<file path="src/rtl/gpio_pkg.sv">
package gpio_pkg;
    typedef enum logic [2:0] {
        REG_DOUT  = 3'd0,
        REG_DIR   = 3'd1,
        REG_BLINK = 3'd2,
        REG_INV   = 3'd3,
        REG_DIN   = 3'd4,
        REG_CAUSE = 3'd5,
        REG_EDGE  = 3'd6,
        REG_LEVEL = 3'd7
    } gpio_reg_e;

    typedef enum logic {
        BLINK_DARK = 1'b0,
        BLINK_LIT  = 1'b1
    } blink_state_e;
endpackage

</file>
<file path="src/rtl/gpio_sync.sv">
module gpio_sync #(
    parameter int WIDTH = 32,
    parameter int STAGES = 2
) (
    input  logic             clk,
    input  logic             rst_n,
    input  logic [WIDTH-1:0] async_in,
    output logic [WIDTH-1:0] sync_out
);
    logic [WIDTH-1:0] chain_q [STAGES];

    always_ff @(posedge clk or negedge rst_n) begin
        if (!rst_n) begin
            for (int s = 0; s < STAGES; s++) chain_q[s] <= '0;
        end else begin
            chain_q[0] <= async_in;
            for (int s = 1; s < STAGES; s++) chain_q[s] <= chain_q[s-1];
        end
    end

    assign sync_out = chain_q[STAGES-1];
endmodule

</file>
<file path="src/rtl/gpio_blink_timer.sv">
module gpio_blink_timer
    import gpio_pkg::*;
#(
    parameter int BLINK_LOG2 = 24
) (
    input  logic clk,
    input  logic rst_n,
    output logic phase
);
    localparam logic [BLINK_LOG2-1:0] WRAP = '1;

    logic [BLINK_LOG2-1:0] cnt_q;
    blink_state_e          state_q, state_d;

    always_ff @(posedge clk or negedge rst_n) begin
        if (!rst_n) begin
            cnt_q   <= '0;
            state_q <= BLINK_DARK;
        end else begin
            cnt_q   <= cnt_q + 1'b1;
            state_q <= state_d;
        end
    end

    always_comb begin
        state_d = state_q;
        unique case (state_q)
            BLINK_DARK: if (cnt_q == WRAP) state_d = BLINK_LIT;
            BLINK_LIT:  if (cnt_q == WRAP) state_d = BLINK_DARK;
        endcase
    end

    always_comb begin
        unique case (state_q)
            BLINK_DARK: phase = 1'b0;
            BLINK_LIT:  phase = 1'b1;
        endcase
    end

    // the phase may only move when the counter has just wrapped
    assert_phase_at_wrap_R4: assert property (@(posedge clk) disable iff (!rst_n)
        !$stable(state_q) |-> ($past(cnt_q) == WRAP));
endmodule

</file>
<file path="src/rtl/gpio_irq_core.sv">
module gpio_irq_core #(
    parameter int NPINS = 32,
    parameter int GRP   = 8
) (
    input  logic                  clk,
    input  logic                  rst_n,
    input  logic [NPINS-1:0]      cond_in,
    input  logic [NPINS-1:0]      edge_en,
    input  logic [NPINS-1:0]      level_en,
    input  logic                  clr_wr,
    input  logic [NPINS-1:0]      clr_keep,
    output logic [NPINS-1:0]      cause,
    output logic [NPINS/GRP-1:0]  irq_grp
);
    localparam int NGRP = NPINS / GRP;

    logic [NPINS-1:0] prev_q, cause_q, rise, hit, keep;

    assign rise = cond_in & ~prev_q;
    assign hit  = (rise & ~level_en) | (cond_in & level_en);
    assign keep = clr_wr ? clr_keep : '1;

    always_ff @(posedge clk or negedge rst_n) begin
        if (!rst_n) begin
            prev_q  <= '0;
            cause_q <= '0;
        end else begin
            prev_q  <= cond_in;
            cause_q <= (cause_q & keep) | hit;
        end
    end

    assign cause = cause_q;

    for (genvar g = 0; g < NGRP; g++) begin : g_grp
        assign irq_grp[g] = |(cause_q[g*GRP +: GRP] & (edge_en[g*GRP +: GRP] | level_en[g*GRP +: GRP]));
    end

    // without a cause write no latched bit is lost
    assert_cause_holds_R8: assert property (@(posedge clk) disable iff (!rst_n)
        !clr_wr |=> (($past(cause_q) & ~cause_q) == '0));

    // a rising conditioned input on an edge-mode pin latches its cause
    assert_edge_latch_R6: assert property (@(posedge clk) disable iff (!rst_n)
        ((cond_in & ~prev_q & ~level_en) != '0) |=>
        ((cause_q & $past(cond_in & ~prev_q & ~level_en)) == $past(cond_in & ~prev_q & ~level_en)));

    // a high level-mode input latches its cause even across a clear
    assert_level_latch_R7: assert property (@(posedge clk) disable iff (!rst_n)
        ((cond_in & level_en) != '0) |=>
        ((cause_q & $past(cond_in & level_en)) == $past(cond_in & level_en)));
endmodule

</file>
<file path="src/rtl/gpio_port32.sv">
module gpio_port32
    import gpio_pkg::*;
#(
    parameter int NPINS      = 32,
    parameter int GRP        = 8,
    parameter int ADDR_W     = 5,
    parameter int BLINK_LOG2 = 24
) (
    input  logic                 clk,
    input  logic                 rst_n,
    input  logic                 bus_sel,
    input  logic                 bus_wr,
    input  logic [ADDR_W-1:0]    bus_addr,
    input  logic [NPINS-1:0]     bus_wdata,
    output logic [NPINS-1:0]     bus_rdata,
    input  logic [NPINS-1:0]     pad_in,
    output logic [NPINS-1:0]     pad_out,
    output logic [NPINS-1:0]     pad_oe,
    output logic [NPINS/GRP-1:0] irq_grp
);
    localparam int NGRP = NPINS / GRP;

    gpio_reg_e        sel_reg;
    logic             wr_stb;
    logic [NPINS-1:0] dout_q, dir_q, blink_q, inv_q, edge_q, level_q;
    logic [NPINS-1:0] sync_in, cond_in, cause;
    logic [NGRP-1:0]  grp_irq;
    logic             phase;

    assign sel_reg = gpio_reg_e'(bus_addr[4:2]);
    assign wr_stb  = bus_sel & bus_wr;

    always_ff @(posedge clk or negedge rst_n) begin
        if (!rst_n) begin
            dout_q  <= '0;
            dir_q   <= '1;
            blink_q <= '0;
            inv_q   <= '0;
            edge_q  <= '0;
            level_q <= '0;
        end else if (wr_stb) begin
            unique case (sel_reg)
                REG_DOUT:  dout_q  <= bus_wdata;
                REG_DIR:   dir_q   <= bus_wdata;
                REG_BLINK: blink_q <= bus_wdata;
                REG_INV:   inv_q   <= bus_wdata;
                REG_EDGE:  edge_q  <= bus_wdata;
                REG_LEVEL: level_q <= bus_wdata;
                REG_DIN, REG_CAUSE: ;
            endcase
        end
    end

    gpio_sync #(.WIDTH(NPINS), .STAGES(2)) u_sync (
        .clk(clk), .rst_n(rst_n), .async_in(pad_in), .sync_out(sync_in)
    );

    assign cond_in = sync_in ^ inv_q;

    gpio_irq_core #(.NPINS(NPINS), .GRP(GRP)) u_irq (
        .clk(clk), .rst_n(rst_n), .cond_in(cond_in),
        .edge_en(edge_q), .level_en(level_q),
        .clr_wr(wr_stb && (sel_reg == REG_CAUSE)), .clr_keep(bus_wdata),
        .cause(cause), .irq_grp(grp_irq)
    );

    gpio_blink_timer #(.BLINK_LOG2(BLINK_LOG2)) u_blink (
        .clk(clk), .rst_n(rst_n), .phase(phase)
    );

    assign irq_grp = grp_irq;
    assign pad_oe  = ~dir_q;
    assign pad_out = (dout_q & ~blink_q) | (dout_q & blink_q & {NPINS{phase}});

    always_comb begin
        unique case (sel_reg)
            REG_DOUT:  bus_rdata = dout_q;
            REG_DIR:   bus_rdata = dir_q;
            REG_BLINK: bus_rdata = blink_q;
            REG_INV:   bus_rdata = inv_q;
            REG_DIN:   bus_rdata = cond_in;
            REG_CAUSE: bus_rdata = cause;
            REG_EDGE:  bus_rdata = edge_q;
            REG_LEVEL: bus_rdata = level_q;
        endcase
    end

    // no group line is raised while none of its pins is enabled
    assert_irq_needs_enable_R9: assert property (@(posedge clk) disable iff (!rst_n)
        ((edge_q | level_q) == '0) |-> (irq_grp == '0));

    // a write to the conditioned-input address leaves every register as it was
    assert_din_readonly_R2: assert property (@(posedge clk) disable iff (!rst_n)
        (wr_stb && sel_reg == REG_DIN) |=>
        $stable(dout_q) && $stable(dir_q) && $stable(blink_q) && $stable(inv_q) && $stable(edge_q) && $stable(level_q));
endmodule

</file>
<file path="config.mk">
export PLATFORM = sky130hd
export DESIGN_NAME = gpio_port32
export DESIGN_NICKNAME = d
export VERILOG_FILES = /design/src/rtl/gpio_pkg.sv /design/src/rtl/gpio_sync.sv /design/src/rtl/gpio_blink_timer.sv /design/src/rtl/gpio_irq_core.sv /design/src/rtl/gpio_port32.sv
export SDC_FILE = /design/constraint.sdc
export NUM_CORES = 1
export LEC_CHECK = 0
export ABC_AREA = 1
export BUFFER_PORTS_ARGS = -buffer_cell sky130_fd_sc_hd__buf_2
export CAP_MARGIN = 20
export CORE_MARGIN = 1
export CORE_UTILIZATION = 45
export CTS_BUF_LIST = sky130_fd_sc_hd__clkbuf_8
export DETAILED_ROUTE_END_ITERATION = 8
export PLACE_DENSITY_LB_ADDON = 0.2
export SYNTH_ARGS = -nofsm -noshare
export SYNTH_HDL_FRONTEND = slang
export SYNTH_SLANG_ARGS = --single-unit
export TNS_END_PERCENT = 10
</file>
<file path="constraint.sdc">
create_clock -name clk -period 1.6 [get_ports clk]
set_input_delay 0.24 -clock clk [delete_from_list [all_inputs] [get_ports clk]]
set_output_delay 0.24 -clock clk [all_outputs]
set_load 0.1 [all_outputs]
</file>
==> results of run 1 <==
[per-stage QoR]
stage	area [µm²]	cells
floorplan	15610	1815
global placement	18950	2466
detailed placement	18950	2466
CTS	21390	2664
global route	21570	2668
finish	21570	2668
[timing repair]
action / in CTS / in global routing
endpoints found under the hold margin: 549 / 0
hold buffers: 65 / 0
setup buffers: 26 / 6
resized for setup: 171 / 50
pin swaps: 26 / 31
endpoints found under the setup margin: 100 / 106
[power groups by stage]
stage / combinational, µW / clock (µW) / sequential, µW
global placement: 8830 / 0 / 11100
CTS: 9680 / 7630 / 11000
floorplan: 6010 / 0 / 10900
finish: 9810 / 7520 / 11100
detailed placement: 8940 / 0 / 11100
global route: 10400 / 8020 / 11200
[layout by cell type (no fill, tap or decap), types with 7 or more instances in the layout]
| master | instances |
|---|---|
| a21boi_2 | 24 |
| a21boi_4 | 8 |
| a21oi_1 | 32 |
| buf_12 | 101 |
| buf_2 | 69 |
| buf_4 | 96 |
| buf_6 | 55 |
| clkbuf_8 | 70 |
| dfrtp_1 | 313 |
| dfstp_2 | 32 |
| dlygate4sd3_1 | 65 |
| inv_1 | 201 |
| inv_2 | 7 |
| nand2_1 | 440 |
| nand3_1 | 10 |
| nand3_2 | 34 |
| nand4_1 | 105 |
| nor2_1 | 154 |
| nor2_2 | 67 |
| o21ai_0 | 233 |
| o21ai_1 | 48 |
| xnor2_1 | 7 |
| xor2_1 | 8 |
[cell usage after synthesis, drive strengths merged]
cell / n / area share (%)
a21boi: 32 / 1.6
o21a: 4 / 0.20
xnor2: 7 / 0.40
nand4: 108 / 4.5
nand3b: 3 / 0.15
nand3: 45 / 1.6
a21oi: 32 / 1.0
o21ai: 286 / 9.4
nand2: 445 / 11
or2: 3 / 0.12
buf: 48 / 1.6
dfstp: 32 / 5.5
inv: 176 / 4.3
nor3: 4 / 0.24
xor2: 8 / 0.46
clkbuf: 42 / 1.1
ha: 1 / 0.082
dfrtp: 313 / 51
nor2: 226 / 5.6
[registers in the layout, indices dropped and copies added, names as in the netlist]
register / count
level_q: 32
dir_q: 32
u_sync.sync_out: 32
u_irq.cause: 32
u_irq.prev_q: 32
u_blink.cnt_q: 24
u_sync.chain_q: 32
edge_q: 32
dout_q: 32
u_blink.state_q: 1
inv_q: 32
blink_q: 32
[area by class of cell]
cell class | count | area, µm² | share of cell area, %
sequential | 345 | 8673 | 40.22
multi-input combinational | 1204 | 6182 | 28.67
timing repair buffer | 387 | 4373 | 20.28
clock buffer | 70 | 963.4 | 4.467
inverter | 176 | 660.6 | 3.063
tap | 448 | 560.5 | 2.599
clock inverter | 38 | 152.6 | 0.7078
[critical path: cells and delay by family (launching register included)]
family | cells | cell delay [ns]
DFF | 1 | 0.38
and+or+nand+nor | 2 | 0.46
buffers and inverters | 1 | 0.17
AOI/OAI and AO/OA | 1 | 0.21
[how the worst max path moves through the flow]
stage / slack, ns / endpoint / startpoint
floorplan: -0.47 / pad_out[1] / blink_q[1]
global placement: -0.26 / bus_rdata[17] / bus_addr[2]
detailed placement: -0.29 / bus_rdata[17] / bus_addr[2]
CTS: -0.57 / irq_grp[3] / edge_q[27]
global route: -0.59 / bus_rdata[17] / u_sync.sync_out[17]
finish: -0.51 / irq_grp[2] / edge_q[17]
[per-layer routing]
| layer | global-route usage, % | share of wire [%] |
|---|---|---|
| met5 | 0 | 0 |
| met4 | 10.17 | 2.4 |
| met3 | 3.856 | 5.0 |
| met2 | 45.87 | 49 |
| met1 | 36.24 | 44 |
[cells by family after synthesis]
kind of cell    Yosys count
xor+xnor                 15
buf+inv                 266
compound gates          354
fa+ha+maj                 1
flops                   345
simple gates            834
==> results.toml, run 1 <==
[status]
outcome = "finished with violations"
violations = "setup timing"

[route]
drt_pass1_iterations = 5
wl_mm = 47.01
wire_per_inst_um = 17.62
drt_iter0_drc = 1136
via_count = 13911
detail_route.vias_per_cell = 5.214
drc = 0
ant_nets = 0

[synthesis]
ys_seq_area_share_pct = 56.68
synth_top_family_by_area = "simple AND/OR/NAND/NOR gates"
synth_warnings = 0
syn-num-nets = 1889
syn_inst = 1815
ys_seq_elements = 345
synthMuxAreaShare_pct = 0
synthDistinctLibCells = 29
synthSimpleGateAreaFrac_pct = 23.19
syn-cell-area_mm2 = 0.01530
syn_avg_cell_area_um2 = 8.431
synth_compound_area_share_pct = 12.17
synth_xor_area_share_pct = 0.8585
synthAdderAreaFrac_pct = 0.08177

[setup_path]
cp_cell_sequence = "o21ai_1, nand4_1, or2_4, buf_12"
r2r_setup_slack_ns = -0.34
end_kind = "primary output"
cp-start-kind = "flop"
timing.rr.start = "inv_q[15]"
cp_max_fo = 2
critPathMaxStageDelay_ns = 0.38
rr_endpoint = "u_irq.cause[15]"
critPathRequiredTime_ns = 1.36
critical_path.slowest_cell = "dfrtp_1"
reg2regPathDepth = 15
crit_arrival_ns = 1.87
worstSetupPathType = "reg2out"

[timing]
tightest_slew_ns = 0.4255
hold_violations = 0
setup_viol = 104
finalMaxSlewViolations = 0
max_slew_margin_pct = 71.63
fin_crit_sh_pct = 131.8
fin_ws_ns = -0.5095
rsz0062_at_grt = "yes"
finalCriticalPeriod_ns = 2.110
fmax_mhz = 474.0
tns_ns = -26.11
holdWs_ns = 0.1276
skew_ns = 0.03085

[placement]
pre_cts_ws_ns = -0.2902
hpwl_mm = 30.66
gp_congestion = 0.9072
portBuffers = 170

[run]
drv_cap = 0

[power_and_ir_drop]
p_sw_uw = 10860
peakVddDrop_mv = 0.9201
comb_power_share_pct = 34.5
leakage_uw = 0.01021
pwr-share-clk_pct = 26.5
internal_power_uw = 17550
total_power_uw = 28400
swShare_pct = 38.22
powerDensity_mw_per_mm2 = 1317
pwr-share-seq_pct = 39.0

[layout]
nFillCells = 2740
fin_util_pct = 64.31
drive_gt1_share_pct = 26.85
area_growth_pct = 40.93
num-nets-final = 2246
insertedDiodeCount = 0

[cts]
htreeDepth = 2
clkTransAtPathRegs_ns = 0.07
cts_tree = "yes"
insertion_delay_ns = 0.65
cts_made_buffers = 58
clock_path_buffers = 3
cts-root-buf = "clkbuf_8"
cts_sinks = 345

[floorplanning]
start_util_pct = 45.63
die_w_um = 186.4
die_h_um = 186.4
ioPinCount = 173
die_area_mm2 = 0.03475
num_rows = 67
core_area_mm2 = 0.03353

[global_route]
grt_pass1_wl_mm = 75.18
grt_pass1_vias = 14247
grt_max_degree = 53
grt_use_total_pct = 27.40
grt_overflow = 0
grt_antenna_before_repair = 0

[worst_hold_path]
min_path_type = "in2async"
Power figures use the tool's default switching activity.
==> inputs of run 2 (changes only) <==
Settings changed: CAP_MARGIN 20 to 15, CORE_UTILIZATION 45 to 30.
==> run 2 against run 1 <==
Clock skew down 0.0071 ns. Design area up 1.5%. Non-clock buffer count down 27. Combinational power down 2%. Critical path type unchanged. Largest cell class unchanged. The run still ends with setup timing left. Highest routed layer unchanged. Register-to-register slack better by 0.42 ns. Global-route usage down 7.8 points. Clock power up 18%.
==> results.toml, run 2 (synthesis gave the netlist of run 1 again) <==
[layout]
area_growth_pct = 43.11
layout_common_cells = "nand2_1 (440), dfrtp_1 (310), o21ai_0 (232), inv_1 (197), nor2_1 (150)"
final-seq-area_mm2 = 0.008677
num-nets-final = 2228
final_common_cell = "nand2_1"
final_cell_area_mm2 = 0.02190
multi_input_area_mm2 = 0.006285
nFillCells = 4915
drive_gt1_share_pct = 26.98

[setup_path]
critPathMaxStageDelay_ns = 0.39
crit_path_end = "irq_grp[2]"
rr_endpoint = "u_blink.state_q"
cp-startpoint = "level_q[23]"
timing.rr.start = "u_blink.cnt_q[0]"
cp-start-kind = "flop"
r2r_setup_slack_ns = 0.08
end_kind = "primary output"
critPathRequiredTime_ns = 1.36
worstSetupPathType = "reg2out"
crit_arrival_ns = 1.86
cp_cell_sequence = "o21ai_2, buf_4, nand4_1, or2_4, buf_12"
reg2regPathDepth = 8
cp_max_fo = 2
critical_path.slowest_cell = "dfrtp_1"

[timing]
finalCriticalPeriod_ns = 2.102
fin_ws_ns = -0.5022
hold_violations = 0
finalMaxSlewViolations = 0
max_slew_margin_pct = 64.06
fin_crit_sh_pct = 131.4
setup_viol = 99
fmax_mhz = 475.7
rsz0062_at_grt = "yes"
skew_ns = 0.02373
tns_ns = -23.90
holdWs_ns = 0.1497
tightest_slew_ns = 0.5391

[power_and_ir_drop]
swShare_pct = 37.59
comb_power_share_pct = 32.6
p_sw_uw = 11120
internal_power_uw = 18450
total_power_uw = 29570
leakage_uw = 0.01018
pwr-share-seq_pct = 37.5
powerDensity_mw_per_mm2 = 1350
peakVddDrop_mv = 0.9034
pwr-share-clk_pct = 29.9

[route]
drc = 0
wl_mm = 49.91
ant_nets = 0
drt_pass1_iterations = 5
drt_iter0_drc = 1051
wire_per_inst_um = 17.33
via_count = 13578
detail_route.vias_per_cell = 4.715

[floorplanning]
die_h_um = 227.8
die_w_um = 227.8
die_area_mm2 = 0.05191
ioPinCount = 173
start_util_pct = 30.44
num_rows = 82
core_area_mm2 = 0.05027

[placement]
pre_cts_ws_ns = -0.3309
gp_congestion = 0.8690
hpwl_mm = 33.42
placed_area_mm2 = 0.01924
portBuffers = 170

[global_route]
grt_max_degree = 53
grt_antenna_before_repair = 3
grt_use_total_pct = 19.55
grt_overflow = 0
grt_pass1_vias = 13717
grt_pass1_wl_mm = 78.70

[status]
outcome = "finished with violations"
violations = "setup timing"

[worst_hold_path]
min_path_type = "in2async"

[cts]
cts_made_buffers = 67
clock_path_buffers = 3
cts-root-buf = "clkbuf_8"
htreeDepth = 3
cts_tree = "yes"
cts_sinks = 345
clkTransAtPathRegs_ns = 0.06
insertion_delay_ns = 0.62

[run]
drv_cap = 0
run 2: changes by cell type in the layout (fill, tap and decap cells not counted), moves of 4 or more:
| cell | previous run | this run |
|---|---|---|
| a21boi_4 | 8 | 17 |
| clkbuf_8 | 70 | 86 |
| buf_6 | 55 | 34 |
| inv_1 | 201 | 197 |
| nor2_1 | 154 | 150 |
| a21boi_2 | 24 | 15 |
run 2: metal layers:
metal	up-vias	track usage (%)	part of all wire, %
met5	-	0	0
met1	6539	26.17	45
met4	0	6.546	2.4
li1	6591	-	-
met2	374	31.62	47
met3	74	3.788	5.5
run 2: critical path: cells and delay by family, from the launching register on:
family / cells / cell delay [ns]
compound gates: 1 / 0.16
flops: 1 / 0.39
buf+inv: 2 / 0.31
simple gates: 2 / 0.39
run 2: final cells by class:
class                   count  area share [%]
repair buffers            360           18.65
diodes                      3         0.03428
multi-input cells        1204           28.70
clock buffers              86           5.405
flip-flops and latches    345           39.62
well taps                 672           3.840
clock inverters            34          0.7313
inverters                 176           3.017
run 2: through the flow:
step,std cells,util (%)
after floorplan,1815,-
after global placement,2692,38.27
after detailed placement,2692,38.27
after CTS,2878,43.19
after global routing,2879,43.55
final,2880,43.56
run 2: timing repair:
action / CTS / global route
setup buffers: 5 / 3
resized for setup: 158 / 67
setup endpoints to repair: 100 / 103
pin swaps: 35 / 37
endpoints found under the hold margin: 467 / 0
hold buffers: 65 / 0
run 2: how the worst min path moves through the flow:
stage / startpoint / end / slack [ns] / depth (start not counted)
after floorplan: rst_n / blink_q[0] / -0.06 / 0
after global placement: rst_n / blink_q[0] / 0.23 / 1
after detailed placement: rst_n / blink_q[0] / 0.23 / 1
after CTS: rst_n / blink_q[0] / 0.14 / 2
after global routing: rst_n / blink_q[0] / 0.17 / 2
final: rst_n / blink_q[0] / 0.15 / 2
run 2: power groups by stage:
stage,logic (µW),clock network (µW),registers [µW]
floorplan,6010,0,10900
global placement,9010,0,11100
detailed placement,9070,0,11100
CTS,9630,9130,11000
global route,10300,9510,11300
finish,9650,8840,11100
==> inputs of run 3 (changes only) <==
Settings changed: CORE_UTILIZATION 30 to 61.
==> run 3 against run 2 <==
The run still ends with setup timing left. Cell count fell by 13%. Largest power group unchanged. Clock power fell by 8.7%. Sequential share of layout area rose by 1.5 points. Clock-buffer cell count fell by 12. Highest routed layer unchanged. Register-to-register slack improved by 0.02 ns. Sequential power barely moved. First-iteration DRC count rose by 83%. Global-route usage rose by 19 points. Clock skew rose by 0.0058 ns. Critical endpoint unchanged.
==> results.toml, run 3 (synthesis gave the netlist of run 1 again) <==
[cts]
cts-root-buf = "clkbuf_8"
cts_sinks = 345
cts_made_buffers = 56
htreeDepth = 2
insertion_delay_ns = 0.61
clock_path_buffers = 3
cts_tree = "yes"
clkTransAtPathRegs_ns = 0.07

[layout]
nFillCells = 1186
fin_util_pct = 86.23
drive_gt1_share_pct = 26.53
area_growth_pct = 37.85
final_common_cell = "nand2_1"
num-nets-final = 2193
layout_common_cells = "nand2_1 (434), dfrtp_1 (311), o21ai_0 (238), inv_1 (188), nor2_1 (143)"

[global_route]
grt_max_degree = 75
grt_pass1_wl_mm = 77.17
grt_overflow = 0
grt_antenna_before_repair = 2
grt_use_total_pct = 38.46
grt_pass1_vias = 15000

[worst_hold_path]
min_path_type = "in2async"

[route]
drt_iter0_drc = 1925
wl_met2_mm = 24.68
wl_mm = 50.62
detail_route.vias_per_cell = 6.102
met1_length_mm = 18.12
wire_per_inst_um = 20.30
drt_pass1_iterations = 6
highest-signal-layer = "met4"
met3WireLength_mm = 4.759
drc = 0
via_count = 15212
ant_nets = 0

[placement]
portBuffers = 170
gp_congestion = 0.8917
hpwl_mm = 28.90
pre_cts_ws_ns = -0.1698

[timing]
finalMaxSlewViolations = 0
fin_ws_ns = -0.5557
max_slew_margin_pct = 71.60
tightest_slew_ns = 0.4260
rsz0062_at_grt = "yes"
fin_crit_sh_pct = 134.7
hold_violations = 0
holdWs_ns = 0.07211
finalCriticalPeriod_ns = 2.156
setup_viol = 96
skew_ns = 0.02953
fmax_mhz = 463.9

[setup_path]
cp_cell_sequence = "o21ai_1, buf_4, nand4_1, or2_4, buf_12"
rr_endpoint = "u_blink.cnt_q[20]"
end_kind = "primary output"
worstSetupPathType = "reg2out"
r2r_setup_slack_ns = 0.10
cp_max_fo = 2
crit_arrival_ns = 1.92
critPathMaxStageDelay_ns = 0.40
critPathRequiredTime_ns = 1.36
timing.rr.start = "u_blink.cnt_q[0]"
cp-start-kind = "flop"
critical-path-top-delay-family = "simple AND/OR/NAND/NOR gates"
reg2regPathDepth = 8
critical_path.slowest_cell = "dfrtp_1"
path_buf_inv = 2

[floorplanning]
num_rows = 57
die_h_um = 160.4
die_area_mm2 = 0.02572
ioPinCount = 173
die_w_um = 160.4
core_area_mm2 = 0.02446
start_util_pct = 62.55

[power_and_ir_drop]
powerDensity_mw_per_mm2 = 1377
leakage_uw = 0.009953
peakVddDrop_mv = 1.395

[run]
drv_cap = 0

[status]
outcome = "finished with violations"
violations = "setup timing"
[run 3: cell count changes in the layout (fill, tap and decap cells not counted), moves of 3 or more]
cell	change
nand2_1	-6
o21ai_2	-3
o21ai_0	+6
nand2_2	+7
buf_4	-21
clkbuf_8	-12
inv_1	-9
nor2_1	-7
buf_12	-4
nor2_4	+5
clkinv_2	+4
[run 3: stage by stage]
step           setup TNS [ns]  cells  power (µW)  area, µm²
6_report               -23.23   2493       29050      21090
5_1_grt                -27.40   2493       30030      21090
4_1_cts                -23.50   2485       28530      20850
3_5_place_dp           -5.460   2308       19950      18460
3_3_place_gp           -4.436   2308       19680      18460
2_1_floorplan          -17.57   1815       16960      15610
[run 3: how the worst max path moves through the flow]
stage | slack [ns] | to | startpoint | cells past startpoint
4_1_cts | -0.51 | irq_grp[3] | edge_q[27] | 5
3_5_place_dp | -0.17 | irq_grp[2] | edge_q[23] | 5
5_1_grt | -0.57 | irq_grp[3] | level_q[27] | 5
2_1_floorplan | -0.47 | pad_out[1] | blink_q[1] | 1
6_report | -0.56 | irq_grp[2] | level_q[21] | 5
3_3_place_gp | -0.16 | irq_grp[2] | edge_q[23] | 5
[run 3: metal layers]
metal / vias up / global-route usage, %
met2: 1138 / 63.97
met3: 319 / 5.940
met1: 7247 / 48.26
met4: 0 / 21.86
met5: - / 0
li1: 6508 / -
[run 3: power breakdown]
group | switching, µW | internal (µW)
Combinational | 6510 | 3270
Sequential | 1040 | 10200
Clock | 3610 | 4450
Total | 11200 | 17900
[run 3: cell type report]
| cell class | count | area [µm²] | area share, % |
|---|---|---|---|
| Multi-Input combinational cell | 1204 | 6299 | 29.86 |
| Sequential cell | 345 | 8676 | 41.13 |
| Clock inverter | 32 | 185.2 | 0.8779 |
| Clock buffer | 74 | 1018 | 4.828 |
| Timing Repair Buffer | 336 | 3845 | 18.23 |
| Inverter | 176 | 660.6 | 3.132 |
| Antenna cell | 2 | 5.005 | 0.02373 |
| Tap cell | 324 | 405.4 | 1.922 |
[run 3: worst register-to-register path: cells and delay by family (launching register included)]
family	cells	cell delay, ns
AND/OR/NAND/NOR	7	0.79
adder cells (fa/ha/maj)	1	0.23
flip-flops	1	0.38
[run 3: repair_timing]
action,in CTS,in global routing
endpoints found under the hold margin,438,0
gates resized for setup,160,72
pin swaps,20,24
hold buffers,65,0
setup endpoints to repair,101,103
buffers inserted,7,6
